`config.mk`:
```
export PLATFORM = sky130hd
export DESIGN_NAME = pipe7_hazard_ctl
export DESIGN_NICKNAME = d
export VERILOG_FILES = /design/src/rtl/p7h_pkg.sv /design/src/rtl/p7h_src_match.sv /design/src/rtl/p7h_opnd_pick.sv /design/src/rtl/pipe7_hazard_ctl.sv
export SDC_FILE = /design/constraint.sdc
export NUM_CORES = 1
export LEC_CHECK = 0
export BUFFER_PORTS_ARGS = -buffer_cell sky130_fd_sc_hd__buf_2
export CORE_MARGIN = 1.5
export CORE_UTILIZATION = 44
export DETAILED_ROUTE_END_ITERATION = 16
export GPL_TIMING_DRIVEN = 0
export PLACE_DENSITY = 0.82
export REMOVE_ABC_BUFFERS = 1
export SLEW_MARGIN = 20
export SYNTH_ARGS = -nofsm -noshare
export SYNTH_HDL_FRONTEND = slang
export SYNTH_SLANG_ARGS = --single-unit
export TNS_END_PERCENT = 10
```
`constraint.sdc`:
```
create_clock -name vclk -period 1.5
set_input_delay 0.15 -clock vclk [all_inputs]
set_output_delay 0.15 -clock vclk [all_outputs]
set_load 0.05 [all_outputs]
```
`src/rtl/p7h_pkg.sv`:
```
package p7h_pkg;

    typedef enum logic [1:0] {
        CLS_NONE  = 2'd0,
        CLS_ALU   = 2'd1,
        CLS_LOAD  = 2'd2,
        CLS_STORE = 2'd3
    } op_class_e;

    typedef enum logic [1:0] {
        SEL_RF = 2'd0,
        SEL_M1 = 2'd1,
        SEL_M2 = 2'd2,
        SEL_WB = 2'd3
    } opnd_sel_e;

    typedef enum logic [1:0] {
        FRONT_RUN   = 2'd0,
        FRONT_HOLD  = 2'd1,
        FRONT_FLUSH = 2'd2
    } front_mode_e;

    // producer stage indices, youngest first
    localparam int STG_EX = 0;
    localparam int STG_M1 = 1;
    localparam int STG_M2 = 2;
    localparam int STG_WB = 3;
    localparam int N_PROD = 4;

    function automatic logic cls_writes(input logic v, input logic [1:0] c);
        return v && (c == CLS_ALU || c == CLS_LOAD);
    endfunction

endpackage

```
`src/rtl/p7h_src_match.sv`:
```
module p7h_src_match #(
    parameter int REG_W = 3,
    parameter int N     = 4
) (
    input  logic                      rd_en_i,
    input  logic [REG_W-1:0]          src_i,
    input  logic [N-1:0]              wr_i,
    input  logic [N-1:0][REG_W-1:0]   dst_i,
    output logic [N-1:0]              hit_o
);

    for (genvar k = 0; k < N; k++) begin : g_stage
        assign hit_o[k] = rd_en_i && wr_i[k] && (dst_i[k] == src_i);
    end

endmodule

```
`src/rtl/p7h_opnd_pick.sv`:
```
module p7h_opnd_pick
    import p7h_pkg::*;
#(
    parameter int REG_W = 3,
    parameter int N_SRC = 3
) (
    input  logic                         clk,
    input  logic                         rst_n,
    input  logic                         fwd_en,
    input  logic                         rd_en_i,
    input  logic [REG_W-1:0]             src_i,
    input  logic [N_SRC-1:0]             wr_i,
    input  logic [N_SRC-1:0]             ld_i,
    input  logic [N_SRC-1:0][REG_W-1:0]  dst_i,
    output logic [1:0]                   sel_o
);

    logic [N_SRC-1:0] hit;
    opnd_sel_e        sel_e;

    p7h_src_match #(.REG_W(REG_W), .N(N_SRC)) u_match (
        .rd_en_i (rd_en_i),
        .src_i   (src_i),
        .wr_i    (wr_i),
        .dst_i   (dst_i),
        .hit_o   (hit)
    );

    // index 0 is M1, 1 is M2, 2 is WB; the youngest match wins
    always_comb begin
        sel_e = SEL_RF;
        if (fwd_en) begin
            if (hit[0])      sel_e = ld_i[0] ? SEL_RF : SEL_M1;
            else if (hit[1]) sel_e = SEL_M2;
            else if (hit[2]) sel_e = SEL_WB;
        end
    end

    assign sel_o = sel_e;

    assert_rf_only_when_off_R4: assert property (@(posedge clk) disable iff (!rst_n)
        !fwd_en |-> sel_o == SEL_RF);

    assert_m1_alu_source_R5: assert property (@(posedge clk) disable iff (!rst_n)
        sel_o == SEL_M1 |-> (wr_i[0] && !ld_i[0] && rd_en_i));

    assert_unused_reads_rf_R5: assert property (@(posedge clk) disable iff (!rst_n)
        !rd_en_i |-> sel_o == SEL_RF);

endmodule

```
`src/rtl/pipe7_hazard_ctl.sv`:
```
module pipe7_hazard_ctl
    import p7h_pkg::*;
#(
    parameter int REG_W = 3
) (
    input  logic             clk,
    input  logic             rst_n,
    input  logic             fwd_en,
    input  logic             br_taken,
    input  logic             de_valid,
    input  logic             de_use_a,
    input  logic [REG_W-1:0] de_src_a,
    input  logic             de_use_b,
    input  logic [REG_W-1:0] de_src_b,
    input  logic             ex_valid,
    input  logic [1:0]       ex_class,
    input  logic [REG_W-1:0] ex_dst,
    input  logic             ex_use_a,
    input  logic [REG_W-1:0] ex_src_a,
    input  logic             ex_use_b,
    input  logic [REG_W-1:0] ex_src_b,
    input  logic             m1_valid,
    input  logic [1:0]       m1_class,
    input  logic [REG_W-1:0] m1_dst,
    input  logic             m2_valid,
    input  logic [1:0]       m2_class,
    input  logic [REG_W-1:0] m2_dst,
    input  logic             wb_valid,
    input  logic [1:0]       wb_class,
    input  logic [REG_W-1:0] wb_dst,
    output logic             front_hold,
    output logic             front_flush,
    output logic             ex_bubble,
    output logic [1:0]       ex_sel_a,
    output logic [1:0]       ex_sel_b
);

    localparam int N_OPND = 2;
    // stages whose load result is not yet available to forward
    localparam logic [N_PROD-1:0] LD_WAIT_MASK = N_PROD'((1 << STG_EX) | (1 << STG_M1));

    logic [N_PROD-1:0]             prod_wr;
    logic [N_PROD-1:0]             prod_ld;
    logic [N_PROD-1:0][REG_W-1:0]  prod_dst;

    logic [N_OPND-1:0]             de_rd_v;
    logic [N_OPND-1:0][REG_W-1:0]  de_src_v;
    logic [N_OPND-1:0]             ex_rd_v;
    logic [N_OPND-1:0][REG_W-1:0]  ex_src_v;
    logic [N_OPND-1:0][1:0]        ex_sel_v;
    logic [N_OPND-1:0][N_PROD-1:0] de_hit;

    logic        hit_any;
    logic        hit_ld;
    logic        need_hold;
    front_mode_e mode;

    always_comb begin
        prod_wr[STG_EX]  = cls_writes(ex_valid, ex_class);
        prod_wr[STG_M1]  = cls_writes(m1_valid, m1_class);
        prod_wr[STG_M2]  = cls_writes(m2_valid, m2_class);
        prod_wr[STG_WB]  = cls_writes(wb_valid, wb_class);
        prod_ld[STG_EX]  = ex_valid && (ex_class == CLS_LOAD);
        prod_ld[STG_M1]  = m1_valid && (m1_class == CLS_LOAD);
        prod_ld[STG_M2]  = m2_valid && (m2_class == CLS_LOAD);
        prod_ld[STG_WB]  = wb_valid && (wb_class == CLS_LOAD);
        prod_dst[STG_EX] = ex_dst;
        prod_dst[STG_M1] = m1_dst;
        prod_dst[STG_M2] = m2_dst;
        prod_dst[STG_WB] = wb_dst;
    end

    assign de_rd_v  = {de_use_b, de_use_a};
    assign de_src_v = {de_src_b, de_src_a};
    assign ex_rd_v  = {ex_use_b, ex_use_a};
    assign ex_src_v = {ex_src_b, ex_src_a};

    for (genvar g = 0; g < N_OPND; g++) begin : g_opnd
        p7h_src_match #(.REG_W(REG_W), .N(N_PROD)) u_de_match (
            .rd_en_i (de_rd_v[g]),
            .src_i   (de_src_v[g]),
            .wr_i    (prod_wr),
            .dst_i   (prod_dst),
            .hit_o   (de_hit[g])
        );

        p7h_opnd_pick #(.REG_W(REG_W), .N_SRC(N_PROD-1)) u_pick (
            .clk     (clk),
            .rst_n   (rst_n),
            .fwd_en  (fwd_en),
            .rd_en_i (ex_rd_v[g]),
            .src_i   (ex_src_v[g]),
            .wr_i    (prod_wr[N_PROD-1:1]),
            .ld_i    (prod_ld[N_PROD-1:1]),
            .dst_i   (prod_dst[N_PROD-1:1]),
            .sel_o   (ex_sel_v[g])
        );
    end

    assign ex_sel_a = ex_sel_v[0];
    assign ex_sel_b = ex_sel_v[1];

    // mode selection: flush beats hold, hold beats run
    always_comb begin
        hit_any   = |(de_hit[0] | de_hit[1]);
        hit_ld    = |((de_hit[0] | de_hit[1]) & prod_ld & LD_WAIT_MASK);
        need_hold = de_valid && (fwd_en ? hit_ld : hit_any);
        if (br_taken)       mode = FRONT_FLUSH;
        else if (need_hold) mode = FRONT_HOLD;
        else                mode = FRONT_RUN;
    end

    // outputs per mode
    always_comb begin
        front_hold  = 1'b0;
        front_flush = 1'b0;
        ex_bubble   = 1'b0;
        unique case (mode)
            FRONT_RUN: begin
            end
            FRONT_HOLD: begin
                front_hold = 1'b1;
                ex_bubble  = 1'b1;
            end
            FRONT_FLUSH: begin
                front_flush = 1'b1;
                ex_bubble   = 1'b1;
            end
            default: begin
            end
        endcase
    end

    assert_flush_beats_hold_R6: assert property (@(posedge clk) disable iff (!rst_n)
        br_taken |-> (front_flush && ex_bubble && !front_hold));

    assert_hold_has_bubble_R7: assert property (@(posedge clk) disable iff (!rst_n)
        front_hold |-> ex_bubble);

    assert_idle_is_quiet_R1: assert property (@(posedge clk) disable iff (!rst_n)
        (!de_valid && !br_taken) |-> (!front_hold && !front_flush && !ex_bubble));

    assert_hold_needs_writer_R8: assert property (@(posedge clk) disable iff (!rst_n)
        front_hold |-> (|prod_wr));

    assert_fwd_hold_only_load_R2: assert property (@(posedge clk) disable iff (!rst_n)
        (front_hold && fwd_en) |-> (|(prod_ld & LD_WAIT_MASK)));

endmodule

```
After elaboration in Yosys (flattened, before gate mapping)
Cells that the tools add are included.
{"block": "word_totals", "word_cells": 83, "out_inout_bits": 7, "reg_bits": 0}
{"block": "classes", "bitwise_logic": 2, "n_eq_ne": 24, "n_mux": 15, "reduce_logical": 42}
{"cell": "3-bit == test", "count": 14}
{"cell": "1-bit logical AND", "count": 35}
{"cell": "2-bit two-way mux", "count": 9}
{"cell": "2-bit by 1-bit == test with 1-bit output (second input constant)", "count": 5}
{"cell": "2-bit == test (second input constant)", "count": 5}
{"cell": "1-bit two-way mux", "count": 6}
{"cell": "1-bit logical OR", "count": 4}
{"cell": "4-bit bitwise OR", "count": 1}
{"cell": "2-bit OR reduction", "count": 2}
{"cell": "4-bit OR reduction", "count": 1}
{"cell": "2-bit bitwise AND", "count": 1}

Longest topological paths before layout
{"block": "logic_depth", "ltp_word": 15, "ltp_mapped": 7, "ltp_nobuf": 7}

By module
A second synthesis with hierarchy kept.
{"block": "unflattened", "cells_unflattened": 109, "hier_area_um2": 865.8}
{"module": "p7h_src_match (g_opnd[0].u_de_match ...)", "cells_per_inst": 20, "area_per_inst_um2": 170.2, "instances": 2, "seq_area_each_um2": 0.0}
{"module": "p7h_src_match (g_opnd[0].u_pick.u_match ...)", "cells_per_inst": 15, "area_per_inst_um2": 127.6, "instances": 2, "seq_area_each_um2": 0.0}
{"module": "pipe7_hazard_ctl", "cells_per_inst": 27, "area_per_inst_um2": 180.2, "instances": 1, "seq_area_each_um2": 0.0}
{"module": "p7h_opnd_pick", "cells_per_inst": 6, "area_per_inst_um2": 45.0, "instances": 2, "seq_area_each_um2": 0.0}

Worst setup path after synthesis
OpenSTA, ideal clock, no wires.
{"block": "synth_path", "path_type": "input to output", "from": "input port m1_class[0]", "to": "output port ex_sel_a[0]", "path_slack_ns": -0.319, "t_required_ns": 1.350, "arrival_ns": 1.669, "stages": 6, "n_path_buf": 0, "cell_sequence": "inv_1 ha_1 nor2b_1 nand4_1 a21o_1 a21oi_1"}
{"block": "synth_between", "elab_chain_cells": 7, "elab_cells_between_ends": 10, "classes_between": "2 x eq/ne; 3 x mux; 5 x reduce/logical"}
{"item": "start: declaration", "line": "pipe7_hazard_ctl.sv:23", "text": "input logic [1:0] m1_class,"}
{"item": "2-bit by 1-bit == test with 1-bit output / 2-bit == test (equally long branches)", "line": "p7h_pkg.sv:31, pipe7_hazard_ctl.sv:64"}
{"item": "1-bit logical OR", "line": "p7h_pkg.sv:31", "text": "return v && (c == CLS_ALU || c == CLS_LOAD);"}
{"item": "1-bit logical AND", "line": "p7h_pkg.sv:31"}
{"item": "1-bit logical AND (2 in series)", "line": "p7h_src_match.sv:13", "text": "assign hit_o[k] = rd_en_i && wr_i[k] && (dst_i[k] == src_i);"}
{"item": "2-bit two-way mux *", "line": "p7h_opnd_pick.sv:33", "text": "if (hit[0]) sel_e = ld_i[0] ? SEL_RF : SEL_M1;"}
{"item": "2-bit two-way mux *", "line": "p7h_opnd_pick.sv:32", "text": "if (fwd_en) begin"}
{"item": "end: declaration", "line": "pipe7_hazard_ctl.sv:34", "text": "output logic [1:0] ex_sel_a,"}
Every way passes the cells marked *; elsewhere a longest branch is shown, timed or not.

Worst setup path after layout
{"block": "layout_path", "from": "input port m1_class[0]", "to": "output port ex_bubble"}
{"block": "layout_between", "elab_chain_cells": 15, "elab_cells_between_ends": 21, "classes_between": "4 x eq/ne; 4 x mux; 2 x bitwise; 11 x reduce/logical"}
{"item": "2-bit by 1-bit == test with 1-bit output / 2-bit == test (equally long branches)", "line": "p7h_pkg.sv:31, pipe7_hazard_ctl.sv:64"}
{"item": "1-bit logical OR", "line": "p7h_pkg.sv:31"}
{"item": "1-bit logical AND", "line": "p7h_pkg.sv:31"}
{"item": "1-bit logical AND (2 in series)", "line": "p7h_src_match.sv:13"}
{"item": "4-bit bitwise OR", "line": "pipe7_hazard_ctl.sv:106", "text": "hit_ld = |((de_hit[0] | de_hit[1]) & prod_ld & LD_WAIT_MASK);"}
{"item": "2-bit bitwise AND", "line": "pipe7_hazard_ctl.sv:106"}
{"item": "2-bit OR reduction", "line": "pipe7_hazard_ctl.sv:106"}
{"item": "1-bit two-way mux *", "line": "pipe7_hazard_ctl.sv:107", "text": "need_hold = de_valid && (fwd_en ? hit_ld : hit_any);"}
{"item": "1-bit logical AND *", "line": "pipe7_hazard_ctl.sv:107"}
{"item": "1-bit two-way mux *", "line": "pipe7_hazard_ctl.sv:109", "text": "else if (need_hold) mode = FRONT_HOLD;"}
{"item": "2-bit two-way mux *", "line": "pipe7_hazard_ctl.sv:108", "text": "if (br_taken) mode = FRONT_FLUSH;"}
{"item": "2-bit == test / 2-bit by 1-bit == test with 1-bit output (equally long branches)", "line": "pipe7_hazard_ctl.sv:118", "text": "unique case (mode)"}
{"item": "2-bit OR reduction (no line) *"}
{"item": "1-bit two-way mux *", "line": "pipe7_hazard_ctl.sv:118"}
{"item": "end: declaration", "line": "pipe7_hazard_ctl.sv:33", "text": "output logic ex_bubble,"}
Marked as above.

==> impl_metrics.tcl <==
set metrics [dict create \
    status "finished, violations left" \
    violations "negative setup slack" \
    avgRoutedWirePerCell_um 12.4 \
    antenna_found_initial 0 \
    nNetsFinal 192 \
    final.period_utilization_pct 100 \
    finalSetupViolCount 1 \
    synth_cells 105 \
    synthMuxAreaShare_pct 0 \
    utilization_pct 65.6 \
    post_drt_via_cell_ratio 5.10 \
    drive_gt1_share_pct 38.5 \
    synth_xor_xnor_area_share_pct 51.8 \
    post-place-cells 158 \
    start_util_pct 48.3 \
    hpwl_um 1750 \
    grt_usage_pct 21.3 \
    power_density_nw_per_um2 299 \
    end_kind "output pin" \
    p_leak_nw 0.436 \
    synthSimpleGateAreaFrac_pct 18.7 \
    tightest_slew_ns 0.328 \
    yosysWarnings 0 \
    num_vias 811 \
    finalHoldViolCount 0 \
    syn_to_final_growth_pct 35.8 \
    n_antenna_cell 0 \
    cp.arrival_ns 1.35 \
    ys_seq_area_share_pct 0 \
    hp-start "br_taken" \
    syn-cell-area_um2 744 \
    hold_path_class "in -> out" \
    grt_pass1_wl_um 3310 \
    ios 52 \
    synthAdderAreaFrac_pct 3.36 \
    whs_path_depth 3 \
    setup_ws_ns -0.00469 \
    startpoint "m1_class[0]" \
    crit_required_ns 1.35 \
    core_area_um2 1540 \
    clockBufferCount 0 \
    numPortBuffers 50 \
    slew_headroom_pct 77.8 \
    drtIter0Drc 7 \
    setup.worst_path.start_class "input port" \
    grt_pass1_vias 842 \
    synth_top_family_by_area "XOR/XNOR gates" \
    synth_compound_area_share_pct 15.6 \
    regArea_um2 0 \
    ir_drop_mv 0.128 \
    finalWorstPathRequiredPeriod_ns 1.50 \
    antenna_left 0 \
    grt_max_degree 6 \
    totalWireLength_um 1980 \
    drv_cap 0 \
    fin_cells 159 \
    finalWeightedCongestion 0.873 \
    grt_overflow_total 0 \
    drc_errors 0 \
    rows 14 \
    finalMaxSlewViolations 0 \
    rsz0062_at_grt "yes" \
    die_height_um 44.1 \
    dr.pass1.iters 4 \
    clock.fmax_mhz 665 \
    synth.avg_cell_area_um2 7.09 \
    chipWidth_um 44.1 \
    cp_max_fo 3 \
    design.seq.count 0 \
    critPathKind "in -> out" \
    synth_cell_types 20 \
    dieArea_um2 1950 \
]
-- final timing paths --
check | endpoint | slack (ns)
max | ex_bubble | -0.005
min | front_hold | 0.59
-- Yosys cell counts --
library cell   n  area share (%)
ha_1           2             3.4
inv_1          4             2.0
o41ai_2        1             2.2
clkbuf_1       1            0.50
a211oi_1       2             2.0
nand4_1       12              10
xnor2_1       38              45
nand2_1        6             3.0
a21o_1         2             2.0
nand2b_1       1            0.84
a21oi_1        4             2.7
nor2b_1        1            0.84
o211a_1        2             2.7
clkbuf_2      12             8.1
o311ai_0       2             2.4
xor2_1         6             7.1
o21ai_0        1            0.67
nor3_1         2             1.3
nor2_1         5             2.5
o211ai_1       1             1.0
-- critical path: stages --
cell	delay [ns]
buf_6	0.08
inv_4	0.03
ha_4	0.25
nor2b_4	0.04
o21ai_1	0.07
a21oi_1	0.07
o41ai_2	0.38
nand2b_1	0.11
buf_6	0.16
-- logic make-up (layout without fill, tap and decap cells) --
group / after synthesis / after routing
compound gates: 15 / 15
xor+xnor: 44 / 44
fa+ha+maj: 2 / 2
buf+inv: 17 / 55
simple gates: 27 / 27
-- per-layer routing --
layer	share of wire, %	wire length (um)	vias up	track usage (%)
met5	0	0	-	0
met4	0	0	0	1.82
met3	5.3	105	0	1.22
met2	54	1060	25	42.6
met1	41	810	356	25.4
li1	-	-	430	-
-- where the power goes --
| group | total, W | internal [W] | leakage (nW) | switching [W] |
|---|---|---|---|---|
| Combinational | 0.000302 | 0.000148 | 0.436 | 0.000154 |
| Clock | 0 | 0 | 0 | 0 |
| Sequential | 0 | 0 | 0 | 0 |
-- area by class of cell --
| class | instances | area, um2 |
|---|---|---|
| fill | 138 | 531 |
| multi-input combinational | 88 | 686 |
| inverter | 4 | 17.5 |
| tap | 16 | 20.0 |
| timing repair buffer | 51 | 288 |
-- cell usage in the layout, fill, tap and decap left out, types with 2 or more instances in the layout --
cell type | Yosys | final
a211oi_1 | 2 | 2
a21o_1 | 2 | 2
a21oi_1 | 4 | 4
buf_2 | 0 | 44
buf_4 | 0 | 3
buf_6 | 0 | 4
inv_1 | 4 | 3
nand2_1 | 6 | 6
nand4_1 | 12 | 12
nor2_1 | 5 | 5
nor3_1 | 2 | 2
o211a_1 | 2 | 2
o311ai_0 | 2 | 2
xnor2_1 | 38 | 38
xor2_1 | 6 | 6
-- repair_timing --
action                     in CTS  in global routing
pin swaps                       7                  4
setup buffers                   1                  0
hold buffers                    0                  0
cloned                          0                  0
gates resized for setup         9                  5
setup endpoints to repair       4                  5
-- per-stage QoR --
| step | hold WS [ns] | TNS, ns | setup WS [ns] | cell area, um2 | total power [W] |
|---|---|---|---|---|---|
| global route | 0.591 | -0.226 | -0.0800 | 1010 | 0.000334 |
| finish | 0.585 | -0.00469 | -0.00469 | 1010 | 0.000302 |
| floorplan | 0.300 | -0.880 | -0.319 | 681 | 0.000154 |
| CTS | 0.583 | -0.00892 | -0.00796 | 991 | 0.000295 |
| global placement | 0.607 | -0.554 | -0.157 | 951 | 0.000276 |
| detailed placement | 0.616 | -0.559 | -0.154 | 951 | 0.000284 |
Power figures use the tool's default switching activity.
